**src/rtl/mc16_pkg.sv**
```systemverilog
package mc16_pkg;
   localparam int unsigned WORD_W  = 16;
   localparam int unsigned REG_CNT = 8;

   typedef enum logic [1:0] {
      FMT_CTL = 2'b00,
      FMT_SET = 2'b01,
      FMT_MEM = 2'b10,
      FMT_ALU = 2'b11
   } fmt_e;

   typedef enum logic [1:0] {
      ST_FETCH,
      ST_EXEC,
      ST_WAIT,
      ST_HALT
   } state_e;

   localparam logic [2:0] CTL_HALT = 3'b000;
   localparam logic [2:0] CTL_ZSET = 3'b001;
   localparam logic [2:0] CTL_ZCLR = 3'b010;
   localparam logic [2:0] CTL_CSET = 3'b011;
   localparam logic [2:0] CTL_CCLR = 3'b100;
endpackage

```
**src/rtl/mc16_regfile.sv**
```systemverilog
module mc16_regfile #(
   parameter int unsigned W       = 16,
   parameter int unsigned DEPTH   = 8,
   parameter bit          PC_LAST = 1'b1,
   localparam int unsigned IW     = $clog2(DEPTH)
) (
   input  logic          clk,
   input  logic          rst,
   input  logic          wr_en,
   input  logic [IW-1:0] wr_idx,
   input  logic [W-1:0]  wr_val,
   input  logic          pc_step,
   input  logic [IW-1:0] rd_a_idx,
   output logic [W-1:0]  rd_a,
   input  logic [IW-1:0] rd_b_idx,
   output logic [W-1:0]  rd_b,
   input  logic [IW-1:0] rd_c_idx,
   output logic [W-1:0]  rd_c,
   output logic [W-1:0]  pc_out
);
   if (DEPTH < 2 || (1 << IW) != DEPTH) begin : g_bad_depth
      $error("mc16_regfile: DEPTH must be a power of two of at least 2");
   end

   logic [W-1:0] q [DEPTH];

   for (genvar i = 0; i < DEPTH; i++) begin : g_reg
      if (i == 0) begin : g_zero
         assign q[i] = '0;
      end else if (PC_LAST && i == DEPTH - 1) begin : g_pc
         logic [W-1:0] r;
         always_ff @(posedge clk) begin
            if (rst)                                r <= '0;
            else if (wr_en && wr_idx == IW'(i))     r <= wr_val;
            else if (pc_step)                       r <= r + {{(W-1){1'b0}}, 1'b1};
         end
         assign q[i] = r;

         // a fetch without a competing write advances the counter by one
         assert_pc_step_R10: assert property (@(posedge clk) disable iff (rst)
            (pc_step && !(wr_en && wr_idx == IW'(i))) |=>
            (pc_out == $past(pc_out) + {{(W-1){1'b0}}, 1'b1}));
      end else begin : g_gp
         logic [W-1:0] r;
         always_ff @(posedge clk) begin
            if (rst)                            r <= '0;
            else if (wr_en && wr_idx == IW'(i)) r <= wr_val;
         end
         assign q[i] = r;
      end
   end

   assign rd_a   = q[rd_a_idx];
   assign rd_b   = q[rd_b_idx];
   assign rd_c   = q[rd_c_idx];
   assign pc_out = q[DEPTH-1];

   // the zero register never reads anything else
   assert_zero_reg_R2: assert property (@(posedge clk) disable iff (rst)
      (rd_c_idx == '0) |-> (rd_c == '0));
endmodule

```
**src/rtl/mc16_alu.sv**
```systemverilog
module mc16_alu #(
   parameter int unsigned W   = 16,
   parameter int unsigned OPW = 5
) (
   input  logic [W-1:0]   a,
   input  logic [W-1:0]   b,
   input  logic [OPW-1:0] op,
   input  logic           z_in,
   input  logic           c_in,
   output logic [W-1:0]   y,
   output logic           z_out,
   output logic           c_out,
   output logic           take
);
   if (OPW != 5) begin : g_bad_opw
      $error("mc16_alu: operation field must be 5 bits");
   end

   logic [2:0] cond;
   logic [1:0] kind;
   logic       cin;
   logic [W:0] wide;

   assign cond = op[4:2];
   assign kind = op[1:0];
   assign cin  = kind[1] & c_in;

   always_comb begin
      unique case (cond)
         3'b000:  take = 1'b1;
         3'b001:  take = z_in;
         3'b010:  take = ~z_in;
         3'b011:  take = c_in;
         3'b100:  take = ~c_in;
         default: take = 1'b0;
      endcase
   end

   always_comb begin
      if (kind[0]) wide = {1'b0, a} - {1'b0, b} - {{W{1'b0}}, cin};
      else         wide = {1'b0, a} + {1'b0, b} + {{W{1'b0}}, cin};
   end

   assign y     = wide[W-1:0];
   assign c_out = wide[W];
   assign z_out = (wide[W-1:0] == '0);
endmodule

```
**src/rtl/mc16_core.sv**
```systemverilog
module mc16_core
   import mc16_pkg::*;
#(
   parameter int unsigned DATA_W  = 16,
   parameter int unsigned REG_NUM = 8,
   localparam int unsigned IDX_W  = $clog2(REG_NUM)
) (
   input  logic              clk,
   input  logic              rst,
   output logic [DATA_W-1:0] mem_addr,
   output logic [DATA_W-1:0] mem_wdata,
   output logic              mem_we,
   input  logic [DATA_W-1:0] mem_rdata,
   output logic              halted,
   input  logic [IDX_W-1:0]  dbg_sel,
   output logic [DATA_W-1:0] dbg_data
);
   if (DATA_W != WORD_W || REG_NUM != REG_CNT) begin : g_bad_cfg
      $error("mc16_core: encoding fixes 16-bit words and eight registers");
   end

   state_e            state_q, state_d;
   logic              zf_q, cf_q;
   logic [IDX_W-1:0]  ld_idx_q;

   fmt_e              fmt;
   logic [IDX_W-1:0]  f_rd, f_rs1, f_rs2;
   logic [DATA_W-1:0] imm_z, off_s;

   assign fmt   = fmt_e'(mem_rdata[15:14]);
   assign f_rd  = mem_rdata[13:11];
   assign f_rs1 = mem_rdata[10:8];
   assign f_rs2 = mem_rdata[7:5];
   assign imm_z = {{(DATA_W-11){1'b0}}, mem_rdata[10:0]};
   assign off_s = {{(DATA_W-7){mem_rdata[6]}}, mem_rdata[6:0]};

   logic              rf_we, pc_step;
   logic [IDX_W-1:0]  rf_widx, rf_bidx;
   logic [DATA_W-1:0] rf_wval, opa, opb, pc;

   logic [DATA_W-1:0] alu_y;
   logic              alu_z, alu_c, alu_take;

   assign rf_bidx = (fmt == FMT_MEM) ? f_rd : f_rs2;

   mc16_regfile #(.W(DATA_W), .DEPTH(REG_NUM), .PC_LAST(1'b1)) u_rf (
      .clk      (clk),
      .rst      (rst),
      .wr_en    (rf_we),
      .wr_idx   (rf_widx),
      .wr_val   (rf_wval),
      .pc_step  (pc_step),
      .rd_a_idx (f_rs1),
      .rd_a     (opa),
      .rd_b_idx (rf_bidx),
      .rd_b     (opb),
      .rd_c_idx (dbg_sel),
      .rd_c     (dbg_data),
      .pc_out   (pc)
   );

   mc16_alu #(.W(DATA_W), .OPW(5)) u_alu (
      .a     (opa),
      .b     (opb),
      .op    (mem_rdata[4:0]),
      .z_in  (zf_q),
      .c_in  (cf_q),
      .y     (alu_y),
      .z_out (alu_z),
      .c_out (alu_c),
      .take  (alu_take)
   );

   always_comb begin
      state_d   = state_q;
      rf_we     = 1'b0;
      rf_widx   = f_rd;
      rf_wval   = '0;
      pc_step   = 1'b0;
      mem_addr  = pc;
      mem_wdata = opb;
      mem_we    = 1'b0;
      unique case (state_q)
         ST_FETCH: begin
            pc_step = 1'b1;
            state_d = ST_EXEC;
         end
         ST_EXEC: begin
            state_d = ST_FETCH;
            unique case (fmt)
               FMT_CTL: if (mem_rdata[2:0] == CTL_HALT) state_d = ST_HALT;
               FMT_SET: begin
                  rf_we   = 1'b1;
                  rf_wval = imm_z;
               end
               FMT_MEM: begin
                  mem_addr = opa + off_s;
                  if (mem_rdata[7]) state_d = ST_WAIT;
                  else              mem_we  = 1'b1;
               end
               FMT_ALU: begin
                  rf_we   = alu_take;
                  rf_wval = alu_y;
               end
               default: ;
            endcase
         end
         ST_WAIT: begin
            rf_we   = 1'b1;
            rf_widx = ld_idx_q;
            rf_wval = mem_rdata;
            state_d = ST_FETCH;
         end
         default: ;
      endcase
   end

   always_ff @(posedge clk) begin
      if (rst) begin
         state_q  <= ST_FETCH;
         zf_q     <= 1'b0;
         cf_q     <= 1'b0;
         ld_idx_q <= '0;
      end else begin
         state_q <= state_d;
         if (state_q == ST_EXEC) begin
            ld_idx_q <= f_rd;
            if (fmt == FMT_CTL) begin
               unique case (mem_rdata[2:0])
                  CTL_ZSET: zf_q <= 1'b1;
                  CTL_ZCLR: zf_q <= 1'b0;
                  CTL_CSET: cf_q <= 1'b1;
                  CTL_CCLR: cf_q <= 1'b0;
                  default: ;
               endcase
            end else if (fmt == FMT_ALU && alu_take) begin
               zf_q <= alu_z;
               cf_q <= alu_c;
            end
         end
      end
   end

   assign halted = (state_q == ST_HALT);

   // leaving reset starts at address zero, not halted
   assert_reset_start_R1: assert property (@(posedge clk) disable iff (rst)
      $fell(rst) |-> (mem_addr == '0 && !halted));
   // halt is sticky and silent
   assert_halt_sticky_R9: assert property (@(posedge clk) disable iff (rst)
      halted |=> (halted && !mem_we && $stable(mem_addr)));
   // a store strobe lasts a single cycle
   assert_store_pulse_R5: assert property (@(posedge clk) disable iff (rst)
      mem_we |=> !mem_we);
   // the load wait state only follows an execute cycle and returns to fetch
   assert_load_wait_R11: assert property (@(posedge clk) disable iff (rst)
      (state_q == ST_WAIT) |=> (state_q == ST_FETCH && $past(state_q, 2) == ST_EXEC));
endmodule

```
**config.mk**
```make
export PLATFORM = sky130hd
export DESIGN_NAME = mc16_core
export DESIGN_NICKNAME = d
export VERILOG_FILES = /design/src/rtl/mc16_pkg.sv /design/src/rtl/mc16_regfile.sv /design/src/rtl/mc16_alu.sv /design/src/rtl/mc16_core.sv
export SDC_FILE = /design/constraint.sdc
export NUM_CORES = 1
export LEC_CHECK = 0
export BUFFER_PORTS_ARGS = -buffer_cell sky130_fd_sc_hd__buf_2
export CAP_MARGIN = 10
export CELL_PAD_IN_SITES_DETAIL_PLACEMENT = 0
export CELL_PAD_IN_SITES_GLOBAL_PLACEMENT = 1
export CORE_AREA = 2 2 148 150
export CTS_BUF_LIST = sky130_fd_sc_hd__clkbuf_4
export DETAILED_ROUTE_END_ITERATION = 6
export DIE_AREA = 0 0 150 152
export GPL_TIMING_DRIVEN = 0
export PLACE_DENSITY = 0.95
export SLEW_MARGIN = 20
export SYNTH_ARGS = -nofsm -noshare
export SYNTH_HDL_FRONTEND = slang
export SYNTH_SLANG_ARGS = --single-unit
```
**constraint.sdc**
```tcl
create_clock -name clk -period 9.62 [get_ports clk]
set_clock_uncertainty 0.15 [all_clocks]
set_input_delay 1.924 -clock clk [delete_from_list [all_inputs] [get_ports clk]]
set_output_delay 1.924 -clock clk [all_outputs]
set_load 0.02 [all_outputs]
```
==> results of run 1 <==
==> cells by family (layout without fill, tap and decap cells) <==
kind of cell / after synthesis / after routing / share of synthesized area (%)
xor gates and xnor gates: 46 / 46 / 3.763
muxes: 121 / 121 / 15.53
AOI/OAI and AO/OA: 375 / 375 / 23.12
DFF: 119 / 119 / 22.25
adders and majority gates: 69 / 69 / 8.413
and+or+nand+nor: 486 / 486 / 20.87
buffers and inverters: 170 / 266 / 6.053
==> worst max-delay path, stage by stage <==
cell and delay [ns]:
sky130_fd_sc_hd__clkbuf_1 0.44, sky130_fd_sc_hd__clkbuf_1 0.72, sky130_fd_sc_hd__buf_1 0.65, sky130_fd_sc_hd__mux4_2 0.40, sky130_fd_sc_hd__mux2i_1 0.38, sky130_fd_sc_hd__inv_1 0.09
sky130_fd_sc_hd__ha_1 0.23, sky130_fd_sc_hd__fa_1 0.43, sky130_fd_sc_hd__a21o_1 0.17, sky130_fd_sc_hd__a21oi_1 0.21, sky130_fd_sc_hd__o21bai_1 0.10, sky130_fd_sc_hd__a21oi_1 0.31
sky130_fd_sc_hd__o21ai_0 0.32, sky130_fd_sc_hd__a211oi_1 0.34, sky130_fd_sc_hd__o41ai_1 0.15, sky130_fd_sc_hd__xnor2_1 0.13, sky130_fd_sc_hd__o21ai_0 0.14, sky130_fd_sc_hd__buf_2 0.19
==> metal layers <==
metal | vias up | global-route usage [%]
met1 | 5379 | 44.35
met2 | 750 | 55.29
met4 | 0 | 16.85
met5 | - | 0
met3 | 157 | 8.018
li1 | 5146 | -
==> stage by stage <==
stage          total power [mW]  utilization [%]  instance area [um2]  hold slack (ns)  cells
5_1_grt                   1.287            54.71                11680           0.3665   1762
6_report                  1.245            54.71                11680           0.3575   1762
3_5_place_dp             0.8388            53.29                11380           0.3296   1730
3_3_place_gp             0.8359            53.29                11380           0.3201   1730
2_1_floorplan            0.7357                -                10710           0.3044   1386
4_1_cts                   1.234            54.71                11680           0.3462   1762
==> sequential cells by signal, indices dropped and copies added (netlist names) <==
name,count
cf_q,1
zf_q,1
u_rf.g.g_gp.r,96
u_rf.pc_out,16
ld_idx_q,3
state_q,2
==> where the power goes <==
group | switching [mW] | internal (mW) | leakage (nW)
registers | 0.00613 | 0.496 | 0.960
clock network | 0.200 | 0.206 | 0.170
logic | 0.224 | 0.113 | 3.39
==> layout by cell type, fill, tap and decap left out, types with 34 or more instances in the layout <==
cell type / n
sky130_fd_sc_hd__ha_1: 64
sky130_fd_sc_hd__mux2i_1: 48
sky130_fd_sc_hd__inv_1: 71
sky130_fd_sc_hd__mux2_2: 41
sky130_fd_sc_hd__dfxtp_1: 119
sky130_fd_sc_hd__a21oi_1: 122
sky130_fd_sc_hd__buf_2: 66
sky130_fd_sc_hd__a211oi_1: 34
sky130_fd_sc_hd__clkbuf_1: 90
sky130_fd_sc_hd__nor2_1: 83
sky130_fd_sc_hd__nand2_1: 241
sky130_fd_sc_hd__o21ai_0: 70
==> how the worst min path moves through the flow <==
stage                                   from                        to  cells after the start
global placement                 ld_idx_q[2]               ld_idx_q[2]                      2
CTS                  u_rf.g_reg[6].g_gp.r[2]   u_rf.g_reg[6].g_gp.r[2]                      2
detailed placement   u_rf.g_reg[6].g_gp.r[2]   u_rf.g_reg[6].g_gp.r[2]                      2
floorplan                        ld_idx_q[2]               ld_idx_q[2]                      2
global route        u_rf.g_reg[3].g_gp.r[11]  u_rf.g_reg[3].g_gp.r[11]                      2
finish              u_rf.g_reg[3].g_gp.r[11]  u_rf.g_reg[3].g_gp.r[11]                      2
==> cell type report <==
| cell class | count | area share [%] |
|---|---|---|
| buffer | 98 | 3.235 |
| timing repair buffer | 64 | 2.742 |
| multi-input combinational | 1097 | 65.72 |
| sequential | 119 | 20.39 |
| inverter | 72 | 2.314 |
| clock inverter | 13 | 1.371 |
| clock buffer | 19 | 1.221 |
| tap | 280 | 2.999 |
==> results.rst, run 1 <==
.. list-table::
   :header-rows: 1

   * - Metric
     - Value
   * - Global-route wire length before repair
     - 60610 um
   * - Post-place setup slack
     - ~0.37 ns
   * - Clock tree from TritonCTS
     - built
   * - Post-CTS setup buffer count
     - 0
   * - DRC violation count after routing
     - 0
   * - Sequential cell area
     - around 0.0024 mm2
   * - Cell type contributing the most total cell area after synthesis
     - sky130_fd_sc_hd__dfxtp_1
   * - Synth Net Count
     - 1476
   * - Clock root cell
     - sky130_fd_sc_hd__clkbuf_4
   * - Layout area overhead
     - 9.091%
   * - RSZ-0062 raised after global routing
     - no
   * - Max Fanout on Critical Path
     - 10
   * - Critical Path Source Type
     - primary input
   * - Shortest period the worst path allows
     - 9.410 ns
   * - Leakage Power
     - 4.516 nW
   * - Post-synthesis async set-or-reset flop share
     - 0%
   * - Routed length on met1
     - 15450 um
   * - Met3 wire length
     - 4510 um
   * - Worst-case vdd ir drop
     - roughly 73 uV
   * - Final setup violation count
     - 0
   * - Antenna violations before repair
     - 0
   * - Count of routing violations after the opening detailed-route iteration
     - between 1500 and 2000
   * - Category of the worst setup path capture point
     - primary output
   * - Run status
     - complete, no violations
   * - Number of enable-type register cells in the synthesized netlist
     - 0
   * - Die Footprint
     - 0.02280 mm2
   * - Clock latency of the later-clocked register in the worst-skew pair
     - 0.59 ns
   * - Netlist area before placement
     - 0.01071 mm2
   * - Synth Area per Inst
     - 7.726 um2
   * - Final worst path period share
     - ~98%
   * - FF-to-FF path depth
     - 16
   * - Number of primary I/O pins
     - between 70 and 80
   * - Accumulated negative setup slack
     - 0 ns
   * - # clock sinks
     - 119
   * - Critical path origin
     - mem_rdata[8]
   * - Worst Hold Class
     - flop to flop
   * - Routability Congestion
     - 1.021
   * - Overall routed net length
     - 40390 um
   * - Half-perimeter wire length after placement
     - 31080 um
   * - R2R setup slack
     - 4.41 ns
   * - Commonest cells post-synth
     - sky130_fd_sc_hd__nand2_1, sky130_fd_sc_hd__a21oi_1, sky130_fd_sc_hd__dfxtp_1
   * - Pwr per Cell Area
     - 106.6 mW/mm2
   * - Top layer used by detailed routing
     - met4
   * - Number of diodes
     - 0
   * - Post-synthesis sequential area ratio
     - 22.25%
   * - Worst Tran Pin Value
     - 1.045 ns
   * - Vias per inst
     - roughly 6.5
   * - Drt wl/cell
     - 22.92 um
   * - Library cells used by synthesis
     - 75
   * - End of the worst register-to-register path
     - u_rf.g_reg[6].g_gp.r[14]
   * - Layout Nets
     - ~1600
   * - Initial DRT Pass Iterations
     - 6
   * - Maximum level of the CTS H-tree
     - 4
   * - Post-Syn Instances
     - 1386
   * - Register clock-pin slew on the reported worst setup and hold paths
     - approximately 0.09 ns
   * - FF+latch count, synth
     - 119
   * - GRT overflow
     - 0
   * - Cell types occupying the most area after synthesis
     - sky130_fd_sc_hd__dfxtp_1, sky130_fd_sc_hd__nand2_1, sky130_fd_sc_hd__ha_1
   * - Proportion of layout cells with a drive suffix above 1
     - 13.09%
   * - Bufs on Longest Clock Path
     - 2
   * - Buffers on Ports
     - between 60 and 70
   * - Fmax achieved
     - 106.3 MHz
   * - Synthesis warning total
     - 0
   * - Area of the core
     - 0.02135 mm2
   * - Critical Path RT
     - 7.55 ns
   * - GRT Overall Usage
     - 34.80%
   * - Capturing element of the worst setup path
     - mem_addr[14]
   * - WP data arrival
     - 7.34 ns
   * - Top-area cell type share of the netlist area
     - 22.25%
   * - Number of global-route vias before repair
     - 10550
   * - Max-cap check violation count
     - 0
   * - Worst Path Class, Setup
     - primary input to primary output
   * - Number of fillers in the final layout
     - 2134
   * - Final number of max-transition violations
     - 0
   * - Flip-flop cell with the highest count after synthesis
     - sky130_fd_sc_hd__dfxtp_1
   * - Met2 WL post-DR
     - 18100 um
   * - Horizontal die dimension
     - 150 um
   * - Placement Rows
     - 54
   * - Worst relative slew slack
     - between 30% and 40%
   * - Final worst setup slack
     - 0.2099 ns
   * - Area of the multi-input gates
     - about 0.0077 mm2
   * - Count of instances resized after the clock tree is built
     - 0
   * - Vias
     - 11430
   * - Final number of hold-violating endpoints
     - 0
   * - Start of the worst register-to-register path
     - u_rf.g_reg[4].g_gp.r[4]
   * - Number of buffers inserted for hold repair after clock tree synthesis
     - 0
   * - Die Y-Extent
     - 152 um
   * - Starting density of the core
     - 50.15%
   * - Most common cell in the synthesized netlist
     - sky130_fd_sc_hd__nand2_1
   * - Cts bufs inserted
     - 17
   * - Post-route antenna net violation count
     - 0
   * - Pin count of the biggest net entering global routing
     - 17
No activity file was read; power rests on OpenSTA's default activity.
==> inputs of run 2 (changes only) <==
- BUFFER_PORTS_ARGS: -buffer_cell sky130_fd_sc_hd__buf_2 -> default
- CORE_AREA: 2 2 148 150 -> 2 2 144 146
- DIE_AREA: 0 0 150 152 -> 0 0 146 148
- DONT_BUFFER_PORTS: default -> 1
==> results.rst, run 2 (synthesis results as in run 1) <==
.. list-table::
   :header-rows: 1

   * - Metric
     - Value
   * - Start of the worst register-to-register path
     - u_rf.g_reg[4].g_gp.r[4] (unchanged)
   * - Count of routing violations after the opening detailed-route iteration
     - 1219 (was 1591)
   * - Critical Path Source Type
     - primary input (unchanged)
   * - Die Footprint
     - 0.02161 mm2 (was 0.02280 mm2)
   * - Final core area utilization
     - 56.41% (was 54.71%)
   * - Post-route antenna net violation count
     - 0 (unchanged)
   * - Die Y-Extent
     - 148 um (was 152 um)
   * - Category of the worst setup path capture point
     - primary output (unchanged)
   * - Largest register FFs
     - 96 (unchanged)
   * - RSZ-0062 raised after global routing
     - no (unchanged)
   * - Layout area overhead
     - 5.574% (was 9.091%)
   * - Worst-case vdd ir drop
     - 65.69 uV (was 73.40 uV)
   * - WP data arrival
     - 7.29 ns (was 7.34 ns)
   * - Initial DRT Pass Iterations
     - 6 (unchanged)
   * - Shortest period the worst path allows
     - 9.365 ns (was 9.410 ns)
   * - Slowest stage cell, crit path
     - sky130_fd_sc_hd__buf_1 (was sky130_fd_sc_hd__clkbuf_1)
   * - Worst Hold Class
     - flop to flop (unchanged)
   * - Final number of max-transition violations
     - 0 (unchanged)
   * - Overall routed net length
     - 41030 um (was 40390 um)
   * - Cts bufs inserted
     - 17 (unchanged)
   * - Pwr per Cell Area
     - 103.7 mW/mm2 (was 106.6 mW/mm2)
   * - Most common cell after layout, fill and taps aside
     - sky130_fd_sc_hd__nand2_1 (unchanged)
   * - FF-to-FF path depth
     - 16 (unchanged)
   * - Number of global-route vias before repair
     - 10350 (was 10550)
   * - Max-cap check violation count
     - 0 (unchanged)
   * - Maximum level of the CTS H-tree
     - 4 (unchanged)
   * - Commonest non-fill, non-tap cells in the layout
     - sky130_fd_sc_hd__nand2_1, sky130_fd_sc_hd__a21oi_1, sky130_fd_sc_hd__dfxtp_1 (unchanged)
   * - Final worst path period share
     - 97.35% (was 97.82%)
   * - Cell depth of the worst min-delay path
     - 2 (unchanged)
   * - Fmax achieved
     - 106.8 MHz (was 106.3 MHz)
   * - Buffers on Ports
     - 0 (was 64)
   * - Number of buffers inserted for hold repair after clock tree synthesis
     - 0 (unchanged)
   * - Accumulated negative setup slack
     - 0 ns (unchanged)
   * - Drt wl/cell
     - 24.29 um (was 22.92 um)
   * - End of the worst register-to-register path
     - u_rf.g_reg[4].g_gp.r[14] (was u_rf.g_reg[6].g_gp.r[14])
   * - Antenna violations before repair
     - 1 (was 0)
   * - Top reg by flops
     - u_rf.g.g_gp.r (unchanged)
   * - Clock tree from TritonCTS
     - built (unchanged)
   * - Worst relative slew slack
     - 24.50% (was 30.34%)
   * - # clock sinks
     - 119 (unchanged)
   * - Leakage Power
     - 4.183 nW (was 4.516 nW)
   * - Post-place setup slack
     - 0.1349 ns (was 0.3737 ns)
   * - Vias per inst
     - 6.586 (was 6.488)
   * - Slowest Stage Delay on Critical Path
     - 0.64 ns (was 0.72 ns)
   * - Layout Nets
     - 1495 (was 1559)
   * - Max Fanout on Critical Path
     - 10 (unchanged)
   * - Global-route wire length before repair
     - 61190 um (was 60610 um)
   * - Final setup violation count
     - 0 (unchanged)
   * - Critical Path RT
     - 7.55 ns (about the same)
   * - Placement Rows
     - 52 (was 54)
   * - Proportion of layout cells with a drive suffix above 1
     - 9.238% (was 13.09%)
   * - Pin count of the biggest net entering global routing
     - 17 (unchanged)
   * - Number of primary I/O pins
     - 71 (unchanged)
   * - Clock root cell
     - sky130_fd_sc_hd__clkbuf_4 (unchanged)
   * - Worst Path Class, Setup
     - primary input to primary output (unchanged)
   * - Half-perimeter wire length after placement
     - 31180 um (was 31080 um)
   * - Bufs on Longest Clock Path
     - 2 (unchanged)
   * - Clock latency of the later-clocked register in the worst-skew pair
     - 0.56 ns (was 0.59 ns)
   * - Number of fillers in the final layout
     - 2018 (was 2134)
   * - Run status
     - complete, no violations (unchanged)
   * - Routability Congestion
     - 1.046 (was 1.021)
   * - Starting density of the core
     - 53.43% (was 50.15%)
   * - Hold worst-path end
     - u_rf.g_reg[5].g_gp.r[0] (was u_rf.g_reg[3].g_gp.r[11])
   * - R2R setup slack
     - 4.33 ns (was 4.41 ns)
   * - Startpoint of the tightest hold check path
     - u_rf.g_reg[5].g_gp.r[0] (was u_rf.g_reg[3].g_gp.r[11])
   * - Register clock-pin slew on the reported worst setup and hold paths
     - 0.11 ns (was 0.09 ns)
   * - Worst path cell trace
     - clkbuf_1 > clkbuf_2 > buf_1 > mux4_2 > mux2i_1 > inv_1 > ha_1 > fa_1 > a21o_1 > a21oi_1 > o21bai_1 > a21oi_1 > o21ai_0 > a211oi_1 > o41ai_1 > xnor2_1 > o21ai_0 (was clkbuf_1 > clkbuf_1 > buf_1 > mux4_2 > mux2i_1 > inv_1 > ha_1 > fa_1 > a21o_1 > a21oi_1 > o21bai_1 > a21oi_1 > o21ai_0 > a211oi_1 > o41ai_1 > xnor2_1 > o21ai_0 > buf_2)
   * - GRT overflow
     - 0 (unchanged)
   * - Final worst setup slack
     - 0.2550 ns (was 0.2099 ns)
   * - Area of the core
     - 0.02004 mm2 (was 0.02135 mm2)
   * - Horizontal die dimension
     - 146 um (was 150 um)
   * - Final number of hold-violating endpoints
     - 0 (unchanged)
   * - GRT Overall Usage
     - 37.25% (was 34.80%)
   * - Worst Tran Pin Value
     - 1.121 ns (was 1.045 ns)
   * - Vias
     - 11120 (was 11430)
   * - DRC violation count after routing
     - 0 (unchanged)
## run 2: critical path: cells and delay by family
| kind | cells | cell delay (ns) |
|---|---|---|
| compound gates | 8 | 2.12 |
| buf+inv | 4 | 1.62 |
| mux | 2 | 0.82 |
| fa+ha+maj | 2 | 0.66 |
| xor+xnor | 1 | 0.14 |
## run 2: worst max path at each step
stage / startpoint / end / depth (start not counted)
floorplan: mem_rdata[8] / mem_addr[14] / 17
global placement: mem_rdata[8] / mem_addr[14] / 17
detailed placement: mem_rdata[8] / mem_addr[14] / 17
CTS: mem_rdata[8] / mem_addr[14] / 17
global route: mem_rdata[8] / mem_addr[14] / 17
finish: mem_rdata[8] / mem_addr[14] / 17
## run 2: stage by stage
stage	std cells	power [mW]	instance area [um2]	hold WS, ns
2_1_floorplan	1386	0.7357	10710	0.3044
3_3_place_gp	1656	0.8200	11050	0.3176
3_5_place_dp	1656	0.8226	11050	0.3250
4_1_cts	1688	1.161	11300	0.3391
5_1_grt	1689	1.215	11300	0.3639
6_report	1689	1.173	11300	0.3422
## run 2: power breakdown
| part | switching (mW) | total [mW] | internal [mW] |
|---|---|---|---|
| sequential | 0.00599 | 0.502 | 0.496 |
| combinational | 0.217 | 0.321 | 0.104 |
| clock | 0.197 | 0.350 | 0.153 |
## run 2: routing by layer
layer	vias up	track usage, %	wire [um]
met2	728	60.31	18490
li1	5017	-	-
met1	5212	45.59	15560
met3	167	8.827	4539
met5	-	0	0
met4	0	21.46	2435
## run 2: timing repair
| item | in CTS | in global routing |
|---|---|---|
| setup endpoints to repair | 0 | 2 |
| buffers inserted | 0 | 0 |
| hold endpoints to repair | 0 | 0 |
| gates resized for setup | 0 | 3 |
## run 2: final cells by class
class	count	area [um2]	area share (%)
antenna	1	2.502	0.02214
sequential	119	2382	21.07
clock inverter	13	112.6	0.9961
multi-input combinational	1097	7677	67.91
inverter	72	270.3	2.391
buffer	98	379.1	3.354
clock buffer	19	142.6	1.262
tap	270	337.8	2.988
